### config.mk
export PLATFORM = sky130hd
export DESIGN_NAME = gpio_bank_regs
export DESIGN_NICKNAME = d
export VERILOG_FILES = /design/src/rtl/gpio_bank_pkg.sv /design/src/rtl/gpio_lane_swap.sv /design/src/rtl/gpio_in_sync.sv /design/src/rtl/gpio_reg_file.sv /design/src/rtl/gpio_bank_regs.sv
export SDC_FILE = /design/constraint.sdc
export NUM_CORES = 1
export LEC_CHECK = 0
export CORE_MARGIN = 8
export CORE_UTILIZATION = 44
export CTS_CLUSTER_SIZE = 8
export DETAILED_ROUTE_END_ITERATION = 7
export GPL_TIMING_DRIVEN = 0
export PLACE_DENSITY = 0.77
export SKIP_LAST_GASP = 1
export SYNTH_ARGS = -nofsm -noshare
export SYNTH_HDL_FRONTEND = slang
export SYNTH_SLANG_ARGS = --single-unit
### constraint.sdc
create_clock -name clk -period 1.6 [get_ports clk]
set_clock_uncertainty 0.2 [all_clocks]
set_input_delay 0.32 -clock clk [delete_from_list [all_inputs] [get_ports clk]]
set_output_delay 0.32 -clock clk [all_outputs]
set_load 0.02 [all_outputs]
### src/rtl/gpio_bank_pkg.sv
// Package: shared constants and register decode for the GPIO bank.
// Assumes word-aligned accesses; byte-address bits [1:0] are ignored.
package gpio_bank_pkg;

    localparam int unsigned ADDR_W   = 5;
    localparam int unsigned WORD_IDX = ADDR_W - 2;

    typedef enum logic [1:0] {
        RS_NONE = 2'd0,
        RS_PSEL = 2'd1,
        RS_DIR  = 2'd2,
        RS_DATA = 2'd3
    } reg_sel_e;

    // Map a word index inside the bank window to a register.
    function automatic reg_sel_e reg_decode(input logic [WORD_IDX-1:0] widx);
        case (widx)
            3'd0:    return RS_PSEL;
            3'd2:    return RS_DIR;
            3'd3:    return RS_DATA;
            default: return RS_NONE;
        endcase
    endfunction

endpackage

### src/rtl/gpio_lane_swap.sv
// Module: gpio_lane_swap
// Moves port bytes between line order (port 0 in the low byte) and bus
// lane order. The normal order mirrors the ports; the reversed order is
// the identity. Both are involutions, so one module serves both directions.
// Purely combinational.
module gpio_lane_swap #(
    parameter int unsigned PORTS    = 4,
    parameter int unsigned PORT_W   = 8,
    parameter bit          REVERSED = 1'b0,
    localparam int unsigned W       = PORTS * PORT_W
) (
    input  logic [W-1:0] src,
    output logic [W-1:0] dst
);

    // One byte move per port; the destination lane depends on the order.
    for (genvar p = 0; p < PORTS; p++) begin : g_port
        localparam int unsigned LANE = REVERSED ? p : (PORTS - 1 - p);
        assign dst[LANE*PORT_W +: PORT_W] = src[p*PORT_W +: PORT_W];
    end

endmodule

### src/rtl/gpio_in_sync.sv
// Module: gpio_in_sync
// Multi-flop synchronizer for asynchronous pin levels. The output lags the
// input by STAGES clock edges. Assumes each bit is treated independently.
module gpio_in_sync #(
    parameter int unsigned W      = 32,
    parameter int unsigned STAGES = 2
) (
    input  logic         clk,
    input  logic         rst_n,
    input  logic [W-1:0] d_async,
    output logic [W-1:0] q_sync
);

    logic [W-1:0] chain [STAGES];

    // Stage 0 captures the raw pins.
    always_ff @(posedge clk) begin
        if (!rst_n) chain[0] <= '0;
        else        chain[0] <= d_async;
    end

    for (genvar s = 1; s < STAGES; s++) begin : g_stage
        // Each later stage re-times the previous one.
        always_ff @(posedge clk) begin
            if (!rst_n) chain[s] <= '0;
            else        chain[s] <= chain[s-1];
        end
    end

    assign q_sync = chain[STAGES-1];

endmodule

### src/rtl/gpio_reg_file.sv
// Module: gpio_reg_file
// Holds pin-select, direction and output-value registers in line order.
// Decodes bus accesses and registers read data. Assumes write data arrives
// already in line order and that rd/wr are never asserted together.
module gpio_reg_file
    import gpio_bank_pkg::*;
#(
    parameter int unsigned LINES = 32
) (
    input  logic              clk,
    input  logic              rst_n,
    input  logic              wr_en,
    input  logic              rd_en,
    input  logic [ADDR_W-1:0] addr,
    input  logic [LINES-1:0]  wr_line,
    input  logic [LINES-1:0]  pin_sync,
    output logic [LINES-1:0]  psel_q,
    output logic [LINES-1:0]  dir_q,
    output logic [LINES-1:0]  dout_q,
    output logic [LINES-1:0]  rd_line
);

    reg_sel_e         sel;
    logic [LINES-1:0] rd_mux;

    assign sel = reg_decode(addr[ADDR_W-1:2]);

    // Pin-select register: hands lines to the peripheral when set.
    always_ff @(posedge clk) begin
        if (!rst_n)                       psel_q <= '0;
        else if (wr_en && sel == RS_PSEL) psel_q <= wr_line;
    end

    // Direction register: 1 = output, 0 = input.
    always_ff @(posedge clk) begin
        if (!rst_n)                      dir_q <= '0;
        else if (wr_en && sel == RS_DIR) dir_q <= wr_line;
    end

    // Output value register: written regardless of direction.
    always_ff @(posedge clk) begin
        if (!rst_n)                       dout_q <= '0;
        else if (wr_en && sel == RS_DATA) dout_q <= wr_line;
    end

    // Read multiplexer: data merges stored outputs with sampled inputs.
    always_comb begin
        case (sel)
            RS_PSEL: rd_mux = psel_q;
            RS_DIR:  rd_mux = dir_q;
            RS_DATA: rd_mux = (dir_q & dout_q) | (~dir_q & pin_sync);
            default: rd_mux = '0;
        endcase
    end

    // Read data register: loads on a read strobe, holds otherwise.
    always_ff @(posedge clk) begin
        if (!rst_n)     rd_line <= '0;
        else if (rd_en) rd_line <= rd_mux;
    end

    p_reset_clears_r1: assert property (@(posedge clk)
        !rst_n |=> (dir_q == '0 && psel_q == '0 && dout_q == '0));

    p_dir_hold_r2: assert property (@(posedge clk) disable iff (!rst_n)
        !(wr_en && sel == RS_DIR) |=> $stable(dir_q));

    p_rsvd_read_zero_r9: assert property (@(posedge clk) disable iff (!rst_n)
        (rd_en && sel == RS_NONE) |=> rd_line == '0);

    p_rsvd_write_ignored_r9: assert property (@(posedge clk) disable iff (!rst_n)
        (wr_en && sel == RS_NONE) |=>
            ($stable(psel_q) && $stable(dir_q) && $stable(dout_q)));

endmodule

### src/rtl/gpio_bank_regs.sv
// Module: gpio_bank_regs (top)
// Register interface for one 32-line GPIO bank of four 8-bit ports.
// PORT_REVERSED selects which bus byte lane each port occupies. Assumes a
// single-cycle strobe bus with no simultaneous read and write.
module gpio_bank_regs
    import gpio_bank_pkg::*;
#(
    parameter int unsigned PORTS         = 4,
    parameter int unsigned PORT_W        = 8,
    parameter bit          PORT_REVERSED = 1'b0,
    parameter int unsigned SYNC_STAGES   = 2,
    localparam int unsigned LINES        = PORTS * PORT_W
) (
    input  logic              clk,
    input  logic              rst_n,
    input  logic              bus_wr,
    input  logic              bus_rd,
    input  logic [ADDR_W-1:0] bus_addr,
    input  logic [LINES-1:0]  bus_wdata,
    output logic [LINES-1:0]  bus_rdata,
    input  logic [LINES-1:0]  pin_in,
    output logic [LINES-1:0]  pin_out,
    output logic [LINES-1:0]  pin_oe,
    output logic [LINES-1:0]  pin_periph
);

    logic [LINES-1:0] wr_line;
    logic [LINES-1:0] rd_line;
    logic [LINES-1:0] pin_sync;
    logic [LINES-1:0] psel_q;
    logic [LINES-1:0] dir_q;
    logic [LINES-1:0] dout_q;

    gpio_lane_swap #(.PORTS(PORTS), .PORT_W(PORT_W), .REVERSED(PORT_REVERSED)) u_swap_wr (
        .src (bus_wdata),
        .dst (wr_line)
    );

    gpio_in_sync #(.W(LINES), .STAGES(SYNC_STAGES)) u_sync (
        .clk     (clk),
        .rst_n   (rst_n),
        .d_async (pin_in),
        .q_sync  (pin_sync)
    );

    gpio_reg_file #(.LINES(LINES)) u_regs (
        .clk      (clk),
        .rst_n    (rst_n),
        .wr_en    (bus_wr),
        .rd_en    (bus_rd),
        .addr     (bus_addr),
        .wr_line  (wr_line),
        .pin_sync (pin_sync),
        .psel_q   (psel_q),
        .dir_q    (dir_q),
        .dout_q   (dout_q),
        .rd_line  (rd_line)
    );

    gpio_lane_swap #(.PORTS(PORTS), .PORT_W(PORT_W), .REVERSED(PORT_REVERSED)) u_swap_rd (
        .src (rd_line),
        .dst (bus_rdata)
    );

    // Pad drive: peripheral-owned lines are never driven by the GPIO path.
    assign pin_out    = dout_q;
    assign pin_oe     = dir_q & ~psel_q;
    assign pin_periph = psel_q;

    p_data_write_r6: assert property (@(posedge clk) disable iff (!rst_n)
        (bus_wr && reg_decode(bus_addr[ADDR_W-1:2]) == RS_DATA) |=>
            pin_out == $past(wr_line));

    p_rdata_hold_r7: assert property (@(posedge clk) disable iff (!rst_n)
        !bus_rd |=> $stable(bus_rdata));

endmodule

# ---- Word-level counts from Yosys, hierarchy flattened
# Memory sizes are Yosys's and may differ from the RTL's.
# Cells that the tools add are included.
dict set report totals {
  reg_bits 128
  ramBits 64
  output_inout_bits 128
  memories 1
}
dict set report classes {
  eq_ne 5
  n_mux 6
  bitwise_logic 8
  n_reduce_logical 4
}
# memory depth width read_ports rd_clocked_by_memory_dff write_ports line
set mem_list {}
lappend mem_list {u_sync.chain 2 32 2 0 2 gpio_in_sync.sv:14} ;# logic [W-1:0] chain [STAGES];
# operator n
set op_table {}
lappend op_table {{AND 32 bit} 3}
lappend op_table {{case mux 32 bit (3 select lines)} 1}
lappend op_table {{two-way mux 32 bit} 2}
lappend op_table {{NOT 32 bit} 2}
lappend op_table {{OR 32 bit} 1}
lappend op_table {{== test 3 x 2 -> 1 bit (second input constant)} 2}
lappend op_table {{case mux 2 bit (3 select lines)} 1}
lappend op_table {{== test 2 bit (second input constant)} 2}
lappend op_table {{logical AND 1 bit} 3}
lappend op_table {{logical NOT 3 bit} 1}
lappend op_table {{== test 2 x 1 -> 1 bit (second input constant)} 1}
lappend op_table {{two-way mux 1 bit} 2}
lappend op_table {{OR 1 bit} 2}

# ---- Longest topological paths before layout
dict set report depth {
  depth_word 4
  mapped_depth 6
}

# ---- Hierarchy
# From an unflattened synthesis, not the netlist that was laid out.
dict set report hier_totals {
  hier_cells 873
  hier_area_um2 8316.7
}
# mod n_inst cells_per_inst area_per_inst_um2 seq_area_each_um2
set modules_own_cells {}
lappend modules_own_cells {gpio_reg_file 1 643 5604.1 2562.5}
lappend modules_own_cells {gpio_in_sync 1 134 1791.7 1281.2}
lappend modules_own_cells {gpio_lane_swap 2 32 240.2 0.0}
lappend modules_own_cells {gpio_bank_regs 1 32 440.4 0.0}

# ---- Least setup slack after synthesis
# Ideal clock, no wire load.
dict set report synth_timing {
  path_kind {input to register}
  startpoint {input bus_addr[4]}
  endpoint {register u_regs.psel_q[11]}
  setup_ns 0.116
  t_arrival_ns 1.324
  required_time_ns 1.284
  slack_ns -0.041
  path_stages 6
  cell_sequence {buf_2 > or4b_1 > buf_2 > buf_6 > nand2_1 > a21boi_1}
}
dict set report synth_via {
  elab_chain_len 4
  word_cells_on_any_way 6
}
# element line
set synth_rtl {}
lappend synth_rtl {{start: declaration} gpio_bank_regs.sv:18} ;# input logic [ADDR_W-1:0] bus_addr,
lappend synth_rtl {{== test 3 x 2 -> 1 bit or logical NOT 3 bit (tied branches)} gpio_bank_pkg.sv:17} ;# case (widx)
lappend synth_rtl {{case mux 2 bit (3 select lines) *} gpio_bank_pkg.sv:17}
lappend synth_rtl {{== test 2 x 1 -> 1 bit *} gpio_reg_file.sv:31} ;# else if (wr_en && sel == RS_PSEL) psel_q <= wr_line;
lappend synth_rtl {{logical AND 1 bit *} gpio_reg_file.sv:31}
lappend synth_rtl {{end signal: assignment} gpio_reg_file.sv:31}
lappend synth_rtl {{end: declaration} gpio_reg_file.sv:17} ;# output logic [LINES-1:0] psel_q,
# Mark *: on every way between the ends. The rest lies on a longest branch, timed or not.
# A chain may end at the register's enable or synchronous reset.

# ---- Worst setup path in the final report
dict set report layout_timing {
  startpoint {register u_regs.dir_q[31]}
  endpoint {output pin_oe[31]}
}
dict set report layout_via {
  elab_chain_len 1
}
# element line
set layout_rtl {}
lappend layout_rtl {{start: declaration} gpio_reg_file.sv:18} ;# output logic [LINES-1:0] dir_q,
lappend layout_rtl {{start signal: assignment} gpio_reg_file.sv:37} ;# else if (wr_en && sel == RS_DIR) dir_q <= wr_line;
lappend layout_rtl {{AND 32 bit} gpio_bank_regs.sv:67} ;# assign pin_oe = dir_q & ~psel_q;
lappend layout_rtl {{end: declaration} gpio_bank_regs.sv:23} ;# output logic [LINES-1:0] pin_oe,
# No other way between the ends.

==> results.cfg <==
[global_route]
grt_max_degree = 18
grt.met2_usage_pct = 38.6
grt_pass1_vias = 6692
use_met1_pct = 29.9
grt_pass1_wl_mm = 39.1
grt-busiest-layer = met2
met3_usage_pct = 5.78
antenna_found_initial = 1
overflow = 0
track_usage_pct = 23.6

[flow_run]
maxCapViolCount = 0

[floorplan]
start_util_pct = 44.2
die_h_um = 147
rows = 48
core_um2 = 17100
die_area_um2 = 21600
ios = 201
die_x_um = 147

[timing]
post-route-period-util_pct = 100
tightest_slew_ns = 0.543
setup_violations = 1
rsz0062_at_grt = true
slew_headroom_pct = 63.8
layout_setup_ws_ns = -0.00267
timing.fmax_mhz = 624
layout_min_cycle_time_ns = 1.60
finalHoldViolCount = 0
finalMaxSlewViolations = 0

[routing]
drc = 0
postRouteWirelength_mm = 26.2
vias_per_cell = 5.22
ant_nets = 0
first_pass_iters = 7
drtIter0Drc = 478
vias = 6837
wl_per_cell_um = 20.0

[worst_setup_path]
cp-end-kind = output pin
criticalPathCategory = reg2out
startpoint_type = register
crit_arrival_ns = 1.08
crit_fanout = 3
reg2reg_to = u_regs.rd_line[13]
required_ns = 1.08
rr_startpoint = u_regs.dir_q[13]
r2r_slack_ns = 0.21
rr_worst_depth = 5

[pwr]
seqPwrFrac_pct = 48.4
fin_total_pwr_w = 0.0103
power_leakage_nw = 4.51
p_comb_share_pct = 9.5
sw_frac_of_total_pct = 24.5
peakVddDrop_uv = 830
internal_power_w = 0.00775
power_per_cell_area_nw_per_um2 = 965
clockPowerShare_pct = 42.1
netSwitchingPower_w = 0.00252

[clocking]
cts.htree.levels = 4
cts_made_buffers = 17
root_buffer = clkbuf_16
cts_tree = done
clkTransAtPathRegs_ns = 0.07
clk_latency_ns = 0.44
clock-sinks = 192
clock_path_buffers = 2

[min_path]
hp-start = bus_addr[3]
hold_class = in2reg
hold_path_end = u_regs.psel_q[31]
worstHoldPathCells = 5

[synthesis]
synth.distinct_cells = 30
synth.net_count = 883
synth_top_area_cell = dfxtp_1
ys_seq_elements = 192
synthCells = 810
avgSynthCellArea_um2 = 9.31
synth_top_area_share_pct = 51.0
yosys-top-cells-area = dfxtp_1, nand2_1, a21boi_1, and2_1, mux2i_1
syn_area_um2 = 7540
yosysSeqAreaShare_pct = 51.0
yosys_warnings = 0

[cells_and_area]
fin_area_um2 = 10600
drive_gt1_share_pct = 31.1
final_cell_mix = nand2_1, dfxtp_1, buf_2
area_growth_pct = 41.2
mostFrequentLayoutCell = nand2_1
layout.nets = 1145
fill_cells = 1493

[placed_design]
place_hpwl_mm = 17.5
dp_slack_ns = -0.934
io_buffers = 197
dpl_cell_area_um2 = 9810
place_congestion = 0.819

[status]
violations = setup timing
status = complete, but fails checks
## metal layers
layer	vias to the layer above	part of all wire, %	wire [um]
li1	3229	-	-
met1	3285	43	11300
met2	283	47	12300
met3	40	6.9	1810
met4	0	2.8	721
met5	-	0	0
## cell families (layout without fill, tap and decap cells)
family	after synthesis	count (layout)	share of synthesized area, %
other	0	1	0
muxes	32	32	4.25
AOI/OAI and AO/OA	184	184	17.8
and+or+nand+nor	341	341	22.5
DFF	192	192	51.0
buffers and inverters	61	335	4.48
## worst max-delay path by stage
stage                           from  depth (start not counted)                 end  slack (ns)
floorplan                bus_addr[3]                          6   u_regs.psel_q[11]       -0.03
global placement              bus_rd                          6  u_regs.rd_line[19]       -0.87
detailed placement            bus_rd                          6  u_regs.rd_line[28]       -0.93
CTS                 u_regs.dir_q[31]                          2          pin_oe[31]       -0.05
global route             bus_addr[2]                          7   u_regs.psel_q[17]       -0.02
finish              u_regs.dir_q[31]                          2          pin_oe[31]      -0.003
## metrics by stage
stage	utilization, %	instances	hold slack, ns	setup TNS [ns]
2_1_floorplan	-	810	0.212	-0.951
3_3_place_gp	57.5	1232	0.214	-131.05
3_5_place_dp	57.5	1232	0.218	-135.04
4_1_cts	61.6	1292	0.121	-0.120
5_1_grt	62.4	1310	0.189	-0.177
6_report	62.4	1310	0.160	-0.00267
## cell usage after synthesis
library cell and number:
a21boi_0 40, a21boi_1 72, a21o_1 16, a21oi_1 16, a21oi_2 1, a22o_1 16, and2_1 64, and3b_1 1
and4b_1 1, buf_2 16, buf_4 7, buf_6 8, clkbuf_1 27, clkbuf_2 2, dfxtp_1 192, inv_1 1
mux2i_1 32, nand2_1 199, nand3_1 9, nand3b_1 10, nand3b_2 1, nand4b_1 1, nand4bb_1 1, nor2b_1 49
nor4b_4 2, nor4bb_1 1, o211ai_1 7, o22ai_1 16, or2_2 1, or4b_1 1
## state kept, by name, summed over array words and instances (netlist names)
register,flops
u_sync.chain,64
u_regs.dout_q,32
u_regs.dir_q,32
u_regs.rd_line,32
u_regs.psel_q,32
## critical path, stage by stage (launching register included)
cell,delay (ns)
dfxtp_2,0.35
nor2b_4,0.17
buf_6,0.13
## cell type report
type / instances / area (um^2) / share of cell area, %
plain buffers: 58 / 444 / 4.17
well taps: 225 / 282 / 2.64
flip-flops and latches: 192 / 3920 / 36.8
repair buffers: 245 / 1930 / 18.1
clock inverters: 13 / 153 / 1.43
multi-input cells: 557 / 3480 / 32.7
clock buffers: 18 / 439 / 4.13
inverters: 1 / 3.75 / 0.0353
diodes: 1 / 2.50 / 0.0235
## power by group through the flow
stage / Clock (W) / Sequential, W / Combinational (W)
finish: 0.00432 / 0.00498 / 0.000975
global placement: 0 / 0.00508 / 0.000903
global route: 0.00458 / 0.00499 / 0.00104
CTS: 0.00435 / 0.00497 / 0.000938
floorplan: 0 / 0.00511 / 0.000391
detailed placement: 0 / 0.00509 / 0.000914
## timing repair
item | in CTS | in global routing
pin swaps | 1 | 0
gates resized for setup | 596 | 97
buffers inserted | 29 | 16
cloned | 2 | 1
setup endpoints to repair | 316 | 85
hold buffers | 0 | 0
Note: power is estimated with default switching activity, not from simulation.
